`src/rtl/dac_pwr_pkg.sv`:
```
package dac_pwr_pkg;

    typedef enum logic [1:0] {
        ST_SHUTDOWN = 2'd0,
        ST_STANDBY  = 2'd1,
        ST_SETTLE   = 2'd2,
        ST_ACTIVE   = 2'd3
    } pwr_state_t;

    // settle length in cycles, never below one
    function automatic int unsigned settle_cycles(input longint unsigned clk_hz,
                                                  input int unsigned settle_us);
        longint unsigned c;
        c = ((clk_hz / 1000) * settle_us) / 1000;
        if (c < 1) c = 1;
        return int'(c);
    endfunction

endpackage

```
`src/rtl/dac_pwr_sync.sv`:
```
module dac_pwr_sync #(
    parameter int          W       = 2,
    parameter logic [W-1:0] RST_VAL = '0
) (
    input  logic         clk,
    input  logic         rst_n,
    input  logic [W-1:0] d_async,
    output logic [W-1:0] q_sync
);
    logic [W-1:0] stage1;
    logic [W-1:0] stage2;

    genvar g;
    generate
        for (g = 0; g < W; g++) begin : g_bit
            always_ff @(posedge clk or negedge rst_n) begin
                if (!rst_n) begin
                    stage1[g] <= RST_VAL[g];
                    stage2[g] <= RST_VAL[g];
                end else begin
                    stage1[g] <= d_async[g];
                    stage2[g] <= stage1[g];
                end
            end
        end
    endgenerate

    assign q_sync = stage2;
endmodule

```
`src/rtl/dac_pwr_settle.sv`:
```
module dac_pwr_settle #(
    parameter int unsigned CYC = 16
) (
    input  logic clk,
    input  logic rst_n,
    input  logic run,
    output logic done
);
    localparam int unsigned CW   = (CYC < 2) ? 1 : $clog2(CYC);
    localparam logic [CW-1:0] LAST = CW'(CYC - 1);

    logic [CW-1:0] cnt;

    always_ff @(posedge clk or negedge rst_n) begin
        if (!rst_n) begin
            cnt <= '0;
        end else if (!run) begin
            cnt <= '0;
        end else if (cnt != LAST) begin
            cnt <= cnt + CW'(1);
        end
    end

    assign done = run && (cnt == LAST);
endmodule

```
`src/rtl/dac_pwr_hold.sv`:
```
module dac_pwr_hold #(
    parameter int W = 10
) (
    input  logic         clk,
    input  logic         rst_n,
    input  logic         wr,
    input  logic [W-1:0] d,
    output logic [W-1:0] q
);
    always_ff @(posedge clk or negedge rst_n) begin
        if (!rst_n) begin
            q <= '0;
        end else if (wr) begin
            q <= d;
        end
    end
endmodule

```
`src/rtl/dac_pwr_seq.sv`:
```
module dac_pwr_seq
    import dac_pwr_pkg::*;
#(
    parameter longint unsigned CLK_HZ    = 100_000_000,
    parameter int unsigned     SETTLE_US = 50,
    parameter bit              OUT_GND   = 1'b0,
    parameter int              CODE_W    = 10
) (
    input  logic              clk,
    input  logic              rst_n,
    input  logic              pd_req,
    input  logic              en_req,
    input  logic [CODE_W-1:0] code_a,
    input  logic [CODE_W-1:0] code_b,
    input  logic              code_ld,
    output logic              ref_en,
    output logic              amp_en,
    output logic              arr_en,
    output logic              out_hiz,
    output logic              out_gnd,
    output logic              ready,
    output logic [CODE_W-1:0] dout_a,
    output logic [CODE_W-1:0] dout_b
);
    localparam int unsigned SETTLE_CYC = settle_cycles(CLK_HZ, SETTLE_US);
    localparam int          NCH        = 2;

    pwr_state_t state_q, state_d;
    logic       pd_s, en_s;
    logic [1:0] req_sync;
    logic       settle_done;
    logic       hold_wr;

    // pd resets high so the synchronized view agrees with shutdown
    dac_pwr_sync #(.W(2), .RST_VAL(2'b10)) u_sync (
        .clk    (clk),
        .rst_n  (rst_n),
        .d_async({pd_req, en_req}),
        .q_sync (req_sync)
    );
    assign pd_s = req_sync[1];
    assign en_s = req_sync[0];

    dac_pwr_settle #(.CYC(SETTLE_CYC)) u_settle (
        .clk  (clk),
        .rst_n(rst_n),
        .run  (state_q == ST_SETTLE),
        .done (settle_done)
    );

    // next-state decode
    always_comb begin
        state_d = state_q;
        unique case (state_q)
            ST_SHUTDOWN: begin
                if (!pd_s) state_d = en_s ? ST_SETTLE : ST_STANDBY;
            end
            ST_STANDBY: begin
                if (pd_s)      state_d = ST_SHUTDOWN;
                else if (en_s) state_d = ST_SETTLE;
            end
            ST_SETTLE: begin
                if (pd_s)             state_d = ST_SHUTDOWN;
                else if (!en_s)       state_d = ST_STANDBY;
                else if (settle_done) state_d = ST_ACTIVE;
            end
            ST_ACTIVE: begin
                if (pd_s)        state_d = ST_SHUTDOWN;
                else if (!en_s)  state_d = ST_STANDBY;
            end
            default: state_d = ST_SHUTDOWN;
        endcase
    end

    // state register
    always_ff @(posedge clk or negedge rst_n) begin
        if (!rst_n) state_q <= ST_SHUTDOWN;
        else        state_q <= state_d;
    end

    // output decode
    always_comb begin
        ref_en = 1'b0;
        amp_en = 1'b0;
        arr_en = 1'b0;
        ready  = 1'b0;
        unique case (state_q)
            ST_SHUTDOWN: ;
            ST_STANDBY: begin
                ref_en = 1'b1;
                amp_en = 1'b1;
            end
            ST_SETTLE: begin
                ref_en = 1'b1;
                amp_en = 1'b1;
                arr_en = 1'b1;
            end
            ST_ACTIVE: begin
                ref_en = 1'b1;
                amp_en = 1'b1;
                arr_en = 1'b1;
                ready  = 1'b1;
            end
            default: ;
        endcase
        out_gnd = OUT_GND  && !ready;
        out_hiz = !OUT_GND && !ready;
    end

    assign hold_wr = code_ld && (state_q == ST_ACTIVE);

    logic [CODE_W-1:0] code_in [NCH];
    logic [CODE_W-1:0] code_q  [NCH];
    assign code_in[0] = code_a;
    assign code_in[1] = code_b;

    genvar c;
    generate
        for (c = 0; c < NCH; c++) begin : g_ch
            dac_pwr_hold #(.W(CODE_W)) u_hold (
                .clk  (clk),
                .rst_n(rst_n),
                .wr   (hold_wr),
                .d    (code_in[c]),
                .q    (code_q[c])
            );
        end
    endgenerate

    assign dout_a = code_q[0];
    assign dout_b = code_q[1];
endmodule

```
`config.mk`:
```
export PLATFORM = sky130hd
export DESIGN_NAME = dac_pwr_seq
export DESIGN_NICKNAME = d
export VERILOG_FILES = /design/src/rtl/dac_pwr_pkg.sv /design/src/rtl/dac_pwr_sync.sv /design/src/rtl/dac_pwr_settle.sv /design/src/rtl/dac_pwr_hold.sv /design/src/rtl/dac_pwr_seq.sv
export SDC_FILE = /design/constraint.sdc
export NUM_CORES = 1
export LEC_CHECK = 0
export BUFFER_PORTS_ARGS = -buffer_cell sky130_fd_sc_hd__buf_2
export CORE_MARGIN = 5
export CORE_UTILIZATION = 25
export CTS_CLUSTER_DIAMETER = 100
export DETAILED_ROUTE_END_ITERATION = 10
export GPL_TIMING_DRIVEN = 0
export PLACE_DENSITY_LB_ADDON = 0.12
export SLEW_MARGIN = 20
export SYNTH_ARGS = -nofsm -noshare
export SYNTH_HDL_FRONTEND = slang
export SYNTH_HIERARCHICAL = 1
export SYNTH_SLANG_ARGS = --single-unit
```
`constraint.sdc`:
```
create_clock -name clk -period 3.5 [get_ports clk]
set_clock_uncertainty 0.1 [all_clocks]
set_input_delay 0.175 -clock clk [delete_from_list [all_inputs] [get_ports clk]]
set_output_delay 0.175 -clock clk [all_outputs]
set_load 0.02 [all_outputs]
```
==> results.py <==
metrics = {
    "outcome": {
        "status": "finished, final reports clean",
    },
    "critical_path": {
        "path_max_fanout": 9,
        "critPathCaptureType": "flip-flop",
        "worst-path-buf-inv": 0,
        "critPathTopFamily": "simple AND/OR/NAND/NOR gates",
        "arrival_ns": 1.88,
        "startpoint_type": "flip-flop",
        "critPathMaxStageDelay_ns": 0.53,
        "worstPathRequired_ns": 3.61,
        "crit_chain": "ha_1 > nand3_2 > or4_1 > a21oi_1",
        "slowest_stage": "or4_1",
        "path_class": "reg2reg",
    },
    "die": {
        "die_x_microns": 94.0,
        "dieHeight_microns": 94.0,
        "fp.dieArea_sq_um": 8830,
        "io_pins": 51,
        "num_rows": 30,
        "start_util_pct": 25.8,
        "coreArea_sq_um": 6830,
    },
    "timing": {
        "hold_violations": 0,
        "drv_slew": 0,
        "grt_setup_unrepaired": "no",
        "slew_headroom_pct": 42.1,
        "timing_worst_slew_pin_value_ns": 0.869,
        "layout_min_cycle_time_ns": 1.77,
        "fmax_mhz": 565,
        "setup_viol_count_final": 0,
        "tns_ns": 0,
        "post-route-period-util_pct": 50.5,
    },
    "cells_and_area": {
        "nNetsFinal": 224,
        "antennaDiodeCount": 0,
        "fin_util_pct": 33.9,
        "fin_area_sq_um": 2310,
        "drive_above_1_share_pct": 44.7,
        "area_growth_pct": 31.2,
        "layout_common_cells": "buf_2 (49), dfrtp_1 (37), mux2_4 (20)",
        "layout_commonest_cell": "buf_2",
    },
    "synth": {
        "ys_top_cells_by_area": "dfrtp_1 (53%), mux2_4 (17%), a21oi_1 (3.1%)",
        "postSynth.asyncResetShare_pct": 100,
        "ys_seq_elements": 39,
        "synth_area_sq_um": 1760,
        "synth_edf_count": 0,
        "yosys_warnings": 6,
        "netlist_instances": 132,
        "synth_top_area_cell": "dfrtp_1",
        "synth_ff_type": "dfrtp_1",
        "yosysTopAreaCellShare_pct": 52.5,
        "synth_cell_types": 35,
        "synth.yosys.seq_area_share_pct": 55.5,
        "syn_area_per_cell_sq_um": 13.4,
        "synth_nets": 158,
    },
    "clock_network": {
        "cts-htree-levels": 2,
        "clock_latency_ns": 0.28,
        "cts-root-buf": "clkbuf_8",
        "ctsResizeCount": 0,
        "cts_hold_buf": 10,
        "cts_setup_buffers": 0,
        "path_clk_slew_ns": 0.07,
        "cts_tree": "built",
        "clkSinkCount": 39,
        "cts_buffers": 5,
        "clock_path_buffers": 2,
    },
    "grt": {
        "grt_max_degree": 40,
        "antenna_found_initial": 0,
        "grtUsageTotal_pct": 9.41,
        "grt_overflow_total": 0,
        "grt_first_pass_wirelength_microns": 6540,
        "grt_pass1_vias": 1377,
    },
    "routing": {
        "ant_nets": 0,
        "vias": 1255,
        "vias_per_cell": 4.25,
        "wl_microns": 3800,
        "drtIter0Drc": 46,
        "wl_per_cell_microns": 12.9,
        "drtPass1Iterations": 4,
        "drc_errors": 0,
    },
    "run": {
        "drv_cap": 0,
    },
    "placed_design": {
        "port_buffers": 49,
        "gp_congestion": 0.800,
        "placed_cell_area_sq_um": 2130,
        "hpwl_microns": 2760,
    },
    "pwr": {
        "p_leak_nw": 1.03,
        "p_per_area_nw_per_um2": 480,
        "ir_drop_uv": 215,
    },
    "hold_path": {
        "min_path_type": "in2reg",
    },
}
## per-layer routing
metal / up-vias / global-route usage [%] / wire length (microns)
met5: - / 0 / 0
met4: 0 / 3.85 / 81
met3: 8 / 3.29 / 196
met2: 36 / 14.4 / 1800
met1: 596 / 12.0 / 1720
li1: 615 / - / -
## power by group
part | internal (W) | switching, W | leakage [nW]
logic | 0.000133 | 0.000136 | 0.496
clock network | 0.000139 | 0.000155 | 0.0412
registers | 0.000512 | 0.0000357 | 0.496
total | 0.000784 | 0.000327 | 1.03
## synthesized netlist by cell type (all sizes together), types with 3 or more instances
cell type and instances:
inv 3, a21oi 11, nand3 4, mux2 20, or4 5, buf 4
nand2 5, o21ai 6, o31ai 5, dfrtp 37, nand4 6, or3 4
## flip-flops by register name (all words and copies together) (netlist names)
| register | flops |
|---|---|
| g_ch.u_hold/q | 20 |
| u_settle/cnt | 13 |
| state_q | 2 |
| u_sync/q_sync | 2 |
| u_sync/stage1 | 2 |
## stage by stage
step	setup slack, ns	total power (W)	hold slack [ns]	std cells
after floorplan	1.91	0.000718	-0.221	132
after global placement	1.76	0.000816	0.183	277
after detailed placement	1.75	0.000819	0.183	277
after CTS	1.72	0.00114	0.00350	295
after global routing	1.57	0.00118	0.00291	295
final	1.73	0.00111	0.0196	295
## logic make-up after synthesis
family,count (synthesis),synth area share (%)
other,1,0.213
buffers and inverters,9,3.19
flip-flops,39,55.5
AO/OA/AOI/OAI,25,8.37
XOR/XNOR,1,0.497
adder cells (fa/ha/maj),1,0.710
AND/OR/NAND/NOR,36,14.5
multiplexers,20,17.0
## final timing paths
check / from / end / slack (ns) / cells past startpoint
max in group asynchronous: rst_n / u_settle/cnt[9] / 2.31 / 2
min reg2reg: u_sync/stage1[0] / u_sync/q_sync[0] / 0.25 / 0
min: code_b[9] / g_ch[1].u_hold/q[9] / 0.02 / 2
max: u_settle/cnt[0] / u_settle/cnt[12] / 1.73 / 4
max reg2reg: u_settle/cnt[0] / u_settle/cnt[12] / 1.73 / 4
min in group asynchronous: rst_n / u_settle/cnt[1] / 0.45 / 2
## cell type report
| type | count | area (sq um) |
|---|---|---|
| plain buffers | 6 | 45.0 |
| clock buffers | 6 | 72.6 |
| clock inverters | 2 | 12.5 |
| fillers | 712 | 4520 |
| inverters | 3 | 11.3 |
| multi-input cells | 84 | 728 |
| flip-flops and latches | 39 | 978 |
| well taps | 96 | 120 |
| repair buffers | 59 | 345 |
(Power assumes the default switching activity.)
